===== src/rtl/desc_chain_fetch.sv =====
module desc_chain_fetch #(
  parameter int ALIGN_BITS = 5,
  parameter int LEN_W      = 16,
  parameter int MODE_W     = 3
) (
  input  logic              clk,
  input  logic              rst_n,
  input  logic              reg_wr,
  input  logic [2:0]        reg_addr,
  input  logic [31:0]       reg_wdata,
  output logic [31:0]       reg_rdata,
  output logic              mem_req,
  output logic [31:0]       mem_addr,
  input  logic              mem_rvalid,
  input  logic [31:0]       mem_rdata,
  output logic              xfer_start,
  output logic [31:0]       xfer_addr,
  output logic [LEN_W-1:0]  xfer_len,
  output logic              xfer_dir,
  output logic [MODE_W-1:0] xfer_mode,
  output logic              xfer_frag,
  input  logic              xfer_done,
  output logic              irq
);

  localparam int DONE_BIT = 31;
  localparam int ERR_BIT  = 1;
  localparam int LEN_LO   = 32 - LEN_W;
  localparam int FRAG_BIT = 8;

  typedef enum logic [1:0] {S_IDLE, S_FETCH, S_ISSUE, S_WAIT} state_t;

  state_t      st;
  logic [1:0]  widx;
  logic        pend;
  logic [31:0] cur_desc, buf_addr, link, ctrl_w;
  logic [1:0]  int_en;
  logic        st_done, st_err;

  wire start_wr  = reg_wr && reg_addr == 3'd0;
  wire en_wr     = reg_wr && reg_addr == 3'd1;
  wire clr_wr    = reg_wr && reg_addr == 3'd2;
  wire misalign  = |buf_addr[ALIGN_BITS-1:0];
  wire set_err   = st == S_ISSUE && misalign;
  wire set_done  = st == S_WAIT && xfer_done && link == 32'd0;

  logic unused_ctl;
  assign unused_ctl = ^{ctrl_w[LEN_LO-1:FRAG_BIT+1], ctrl_w[FRAG_BIT-1:MODE_W+1]};

  assign mem_req    = st == S_FETCH && !pend;
  assign mem_addr   = cur_desc + {28'd0, widx, 2'b00};
  assign xfer_start = st == S_ISSUE && !misalign;
  assign xfer_addr  = buf_addr;
  assign xfer_len   = ctrl_w[31:LEN_LO];
  assign xfer_dir   = ctrl_w[0];
  assign xfer_mode  = ctrl_w[MODE_W:1];
  assign xfer_frag  = ctrl_w[FRAG_BIT];
  assign irq        = (st_done && int_en[1]) || (st_err && int_en[0]);

  always_comb begin
    case (reg_addr)
      3'd1:    reg_rdata = {int_en[1], 29'd0, int_en[0], 1'b0};
      3'd2:    reg_rdata = {st_done, 29'd0, st_err, 1'b0};
      3'd3:    reg_rdata = cur_desc;
      3'd4:    reg_rdata = buf_addr;
      default: reg_rdata = 32'd0;
    endcase
  end

  always_ff @(posedge clk or negedge rst_n) begin
    if (!rst_n) begin
      int_en  <= 2'b00;
      st_done <= 1'b0;
      st_err  <= 1'b0;
    end else begin
      if (en_wr) int_en <= {reg_wdata[DONE_BIT], reg_wdata[ERR_BIT]};
      st_done <= set_done || (st_done && !(clr_wr && reg_wdata[DONE_BIT]));
      st_err  <= set_err  || (st_err  && !(clr_wr && reg_wdata[ERR_BIT]));
    end
  end

  always_ff @(posedge clk or negedge rst_n) begin
    if (!rst_n) begin
      st       <= S_IDLE;
      widx     <= 2'd0;
      pend     <= 1'b0;
      cur_desc <= 32'd0;
      buf_addr <= 32'd0;
      link     <= 32'd0;
      ctrl_w   <= 32'd0;
    end else begin
      case (st)
        S_IDLE: if (start_wr) begin
          cur_desc <= reg_wdata;
          widx     <= 2'd0;
          pend     <= 1'b0;
          st       <= S_FETCH;
        end
        S_FETCH: begin
          if (!pend) pend <= 1'b1;
          else if (mem_rvalid) begin
            pend <= 1'b0;
            case (widx)
              2'd0:    buf_addr <= mem_rdata;
              2'd1:    link     <= mem_rdata;
              default: ctrl_w   <= mem_rdata;
            endcase
            if (widx == 2'd2) begin
              widx <= 2'd0;
              st   <= S_ISSUE;
            end else begin
              widx <= 2'(widx + 2'd1);
            end
          end
        end
        S_ISSUE: st <= misalign ? S_IDLE : S_WAIT;
        S_WAIT: if (xfer_done) begin
          if (link == 32'd0) st <= S_IDLE;
          else begin
            cur_desc <= link;
            st       <= S_FETCH;
          end
        end
        default: st <= S_IDLE;
      endcase
    end
  end

endmodule


===== config.mk =====
export PLATFORM = sky130hd
export DESIGN_NAME = desc_chain_fetch
export DESIGN_NICKNAME = d
export VERILOG_FILES = /design/src/rtl/desc_chain_fetch.sv
export SDC_FILE = /design/constraint.sdc
export NUM_CORES = 1
export LEC_CHECK = 0
export BUFFER_PORTS_ARGS = -buffer_cell sky130_fd_sc_hd__buf_2
export CAP_MARGIN = 20
export CORE_ASPECT_RATIO = 1.2
export CORE_UTILIZATION = 55
export CTS_BUF_LIST = sky130_fd_sc_hd__clkbuf_4 sky130_fd_sc_hd__clkbuf_8
export DETAILED_ROUTE_END_ITERATION = 8
export HOLD_SLACK_MARGIN = 0.08
export PLACE_DENSITY = 0.9
export SLEW_MARGIN = 10
export SYNTH_ARGS = -nofsm -noshare
export SYNTH_HDL_FRONTEND = slang
export SYNTH_SLANG_ARGS = --single-unit

===== constraint.sdc =====
create_clock -name clk -period 2.3 [get_ports clk]
set_clock_uncertainty 0.1 [all_clocks]
set_input_delay 0 -clock clk [delete_from_list [all_inputs] [get_ports clk]]
set_output_delay 0 -clock clk [all_outputs]
set_load 0.05 [all_outputs]

* Word-level counts from Yosys, hierarchy flattened
Index checks and enable logic that the tools add are counted.
Operators by class: add/sub/neg operators 2, eq/ne operators 15, multiplexer cells 22, bitwise logic cells 1, reduce and logical (&&, ||, !) cells 36
Operators by type and width (count):
- $pmux 32 s4 | 1
- $mux 32 | 3
- $pmux 32 s2 | 1
- $add 32x4->32 | 1
- $logic_not 32->1 | 1
- $mux 2 | 10
- $reduce_and 4->1 | 5
- $logic_and 1x1->1 | 14
- $ne 2x2->1 const B | 5
- $pmux 2 s4 | 1
- $eq 2x2->1 const B | 3
- $eq 3x2->1 const B | 2
- $reduce_and 5->1 | 1
- $reduce_or 5->1 | 1
- $eq 2x1->1 const B | 2
- $logic_not 1->1 | 4
- $logic_not 2->1 | 2
- $mux 1 | 4
- $pmux 2 s2 | 1
- $reduce_bool 2->1 | 2
- $eq 3x1->1 const B | 1
- $eq 3x3->1 const B | 1
- $logic_not 3->1 | 1
- $logic_or 1x1->1 | 3
- other kinds (6) | 6
Word-level totals: register bits after elaboration 137, output and inout bits 120, logic and storage cells 86

* Logic depth before layout (Yosys ltp)
word-level depth 6, gate-level depth with buffers 7, depth with buffers taken out 6

* Worst setup path before layout
Ideal clock, no wire load.
path kind register -> output, start reg widx[0], end out mem_addr[22], data arrival time 2.448 ns, slack -0.248 ns, stages on the path, launching flop included 7, buffers on the path 0, cell sequence dfrtp_1 ha_1 fa_1 nand3_1 nor4_2 nand4_1 xnor2_1
On the way: cells in the longest elaborated chain, start to end 1
Ends and longest elaborated chain:
- start, declared | RTL line 34 | logic [1:0] widx;
- start signal, assigned | RTL line 112 | widx <= 2'(widx + 2'd1);
- $add 32x4->32 | RTL line 51 | assign mem_addr = cur_desc + {28'd0, widx, 2'b00};
- end, declared | RTL line 13 | output logic [31:0] mem_addr,
Every way passes these cells.

* Worst setup path in the final report
start reg cur_desc[9], end out mem_addr[31]
On the way: cells in the longest elaborated chain, start to end 1
Ends and longest elaborated chain:
- start, declared | RTL line 36 | logic [31:0] cur_desc, buf_addr, link, ctrl_w;
- start signal, assigned | RTL line 94 | cur_desc <= reg_wdata;
- start signal, assigned | RTL line 120 | cur_desc <= link;
- $add 32x4->32 | RTL line 51
Every way passes these cells.

==> results.cfg <==
[status]
outcome = finished, violations left
failed_checks = negative setup slack

[worst_setup_path]
cp.required_ns = 2.20
r2r_cells = 5
cpPeakStageDelay_ns = 0.38
reg2reg_slack_ns = 0.11
slowest_stage = dfrtp_1
cp_top_family = buffers and inverters
crit_path_max_fanout = 5
cp-end-kind = output port
reg2reg_to = cur_desc[28]
worst-path-buf-inv = 3
cp-start-kind = register
path_class = reg -> out
crit_top_cell = buf_4
arrival_ns = 2.34
r2r-start = link[11]
path_cells = nand4_1 -> buf_4 -> nor3_1 -> buf_4 -> nand4_1 -> xnor2_1 -> buf_4

[floorplanning]
die_x_um = 105
die_h_um = 125
num_rows = 44
initial_core_util_pct = 56.8
die_area_mm2 = 0.0131
coreArea_mm2 = 0.0122
io_pins = 192

[place]
gp_congestion = 0.893
port_buffers = 191
dp.final_hpwl_um = 14400
place_ws_ns = -0.380

[cts]
clk_path_buf_depth = 2
clk_pin_slew_ns = 0.08
clk_latency_ns = 0.45
root_buffer = clkbuf_8
cts_buffers = 17
cts_sinks = 126
htreeDepth = 4
cts_tree = built

[sta]
fin_crit_ns = 2.44
timing_hold_violations_final = 0
finalHoldWorstSlack_ns = 0.134
tightestPinTransition_ns = 0.739
fmax_mhz = 410
slew_viol_final = 0
rsz0062_at_grt = yes
finalWorstSetupSlack_ns = -0.141
setup_viol = 21
fin_crit_sh_pct = 106
maxSlewHeadroom_pct = 50.8

[logic_synthesis]
syn_area_per_cell_um2 = 11.6
synth_top_cells_by_count = 126 x dfrtp_1, 91 x mux2_2, 33 x mux2i_1, 32 x a22o_1, 32 x inv_1
ys_types = 48
synthAdderAreaFrac_pct = 0.649
ys_ff_latch = 126
yosys.area.top_type = dfrtp_1
synth_area_leaders = dfrtp_1 45%, mux2_2 15%, o221ai_2 5.4%, mux2i_1 4.8%, a22o_1 4.0%
synth_flop_cell = dfrtp_1
synth_nets = 671
synth_mux_area_share_pct = 19.5
yosysMostFrequentCell = dfrtp_1
yosys_warnings = 0
synth_top_area_share_pct = 45.4
ys_seq_area_share_pct = 45.4
synthArstFlopShare_pct = 100
synth_edf_count = 0
synthesis.area_mm2 = 0.00694
synth_top_family_by_area = multiplexers
netlist_instances = 596
synth_simple_gate_area_share_pct = 9.61
synth_compound_area_share_pct = 15.9
synth_xor_area_share_pct = 3.53

[routing]
detail_route.iter0.violations = 600
vias = 6760
drt-pass1-iter-count = 6
ant_nets = 0
drc = 0
wl_per_cell_um = 23.3
detail_route.vias_per_cell = 6.34
wl_um = 24800

[min_path]
whs_path_depth = 5
hold_path_end = widx[0]
min_path_type = in -> reg
min-delay-start = reg_wr

[pwr]
internal_power_mw = 7.38
switching_share_pct = 51.9
ir_drop_mv = 1.01
p_comb_share_pct = 59.3
p_leak_nw = 4.57
seq_power_share_pct = 29.0
power.density_mw_per_mm2 = 1540
switchingPower_mw = 7.98
clkPwrFrac_pct = 11.6
power_mw = 15.4

[run]
cap_violations = 0

[global_routing]
antenna_found_initial = 0
grt_usage_pct = 37.8
grt_max_degree = 51
grt_overflow = 0
grt_pass1_wl_um = 38300
first_global_vias = 7020

[layout]
drive_gt1_share_pct = 49.9
final_nets = 967
syn_to_final_growth_pct = 44.2
antenna_cells = 0
## power by group through the flow
stage	Combinational, mW	Sequential, mW	Clock (mW)
4_1_cts	8.65	4.35	1.81
3_5_place_dp	8.16	4.37	0
6_report	9.12	4.46	1.79
3_3_place_gp	7.94	4.27	0
5_1_grt	9.50	4.56	1.91
2_1_floorplan	4.58	5.78	0
## kinds of logic after synthesis
kind of cell    count (synthesis)
xor+xnor                       28
fa+ha+maj                       3
simple gates                  123
compound gates                114
flops                         126
buf+inv                        78
mux                           124
## how the worst max path moves through the flow
| stage | slack, ns | from | endpoint | cells past startpoint |
|---|---|---|---|---|
| floorplan | 0.02 | widx[0] | mem_addr[22] | 6 |
| global placement | -0.29 | widx[0] | mem_addr[26] | 7 |
| detailed placement | -0.38 | widx[0] | mem_addr[30] | 7 |
| CTS | -0.16 | widx[0] | mem_addr[24] | 8 |
| global route | -0.22 | cur_desc[2] | mem_addr[26] | 8 |
| finish | -0.14 | cur_desc[9] | mem_addr[31] | 7 |
## cell type report
class | instances | area (µm²)
fillers | 639 | 2210
flip-flops and latches | 126 | 3160
repair buffers | 322 | 2380
well taps | 161 | 201
multi-input cells | 392 | 3780
clock inverters | 12 | 96.3
inverters | 33 | 124
clock buffers | 20 | 263
## routing by layer
layer | global-route usage, % | vias to the layer above | wire, µm
met2 | 63.3 | 467 | 12600
met1 | 44.9 | 3350 | 8890
met3 | 7.61 | 130 | 1840
met4 | 22.5 | 0 | 1430
li1 | - | 2813 | -
met5 | 0 | - | 0
## placed cells by master (no fill, tap or decap), types with 4 or more instances in the layout
cell             n
nand4_1         12
xnor2_2         18
nor4_1           8
dlygate4sd3_1   72
o221ai_2        25
nand3_4          6
dfrtp_1        118
nor3_1           6
clkinv_2         7
a211o_1         23
and2_1           5
a21oi_1          4
clkbuf_8        18
inv_1           32
buf_6           22
mux2i_1         33
buf_4           54
buf_12           9
xnor2_1          9
dfrtp_2          8
o221ai_1         5
nor2_1          30
buf_2          164
o211ai_1         8
a31oi_1          4
nor2b_1          4
mux2_2          91
nand2_1         21
a22o_1          32
## per-stage QoR
step | util, % | area [µm²] | setup TNS (ns) | cells
after floorplan | - | 7060 | 0 | 596
after global placement | 68.8 | 8410 | -1.92 | 946
after detailed placement | 68.8 | 8410 | -2.72 | 946
after CTS | 79.6 | 9730 | -0.881 | 1058
after global routing | 81.9 | 10000 | -3.14 | 1066
final | 81.9 | 10000 | -1.46 | 1066
## tightest hold or removal path: stages
cell	delay [ns]
buf_2	0.11
or4b_4	0.25
nand2_1	0.07
nand2_1	0.08
a22o_1	0.13
## flip-flops by register name, indices dropped and copies added, names as in the netlist, 2 cells and up
register / flops
cur_desc: 32
link: 32
xfer_addr: 32
ctrl_w: 21
int_en: 2
st: 2
widx: 2
## what timing repair did
item | 4_1_cts | 5_1_grt
pin swaps | 6 | 30
setup buffers | 7 | 8
hold endpoints to repair | 252 | 0
gates cloned | 1 | 0
endpoints found under the setup margin | 27 | 27
resized for setup | 47 | 52
hold buffers | 72 | 0
(Power assumes the default switching activity.)
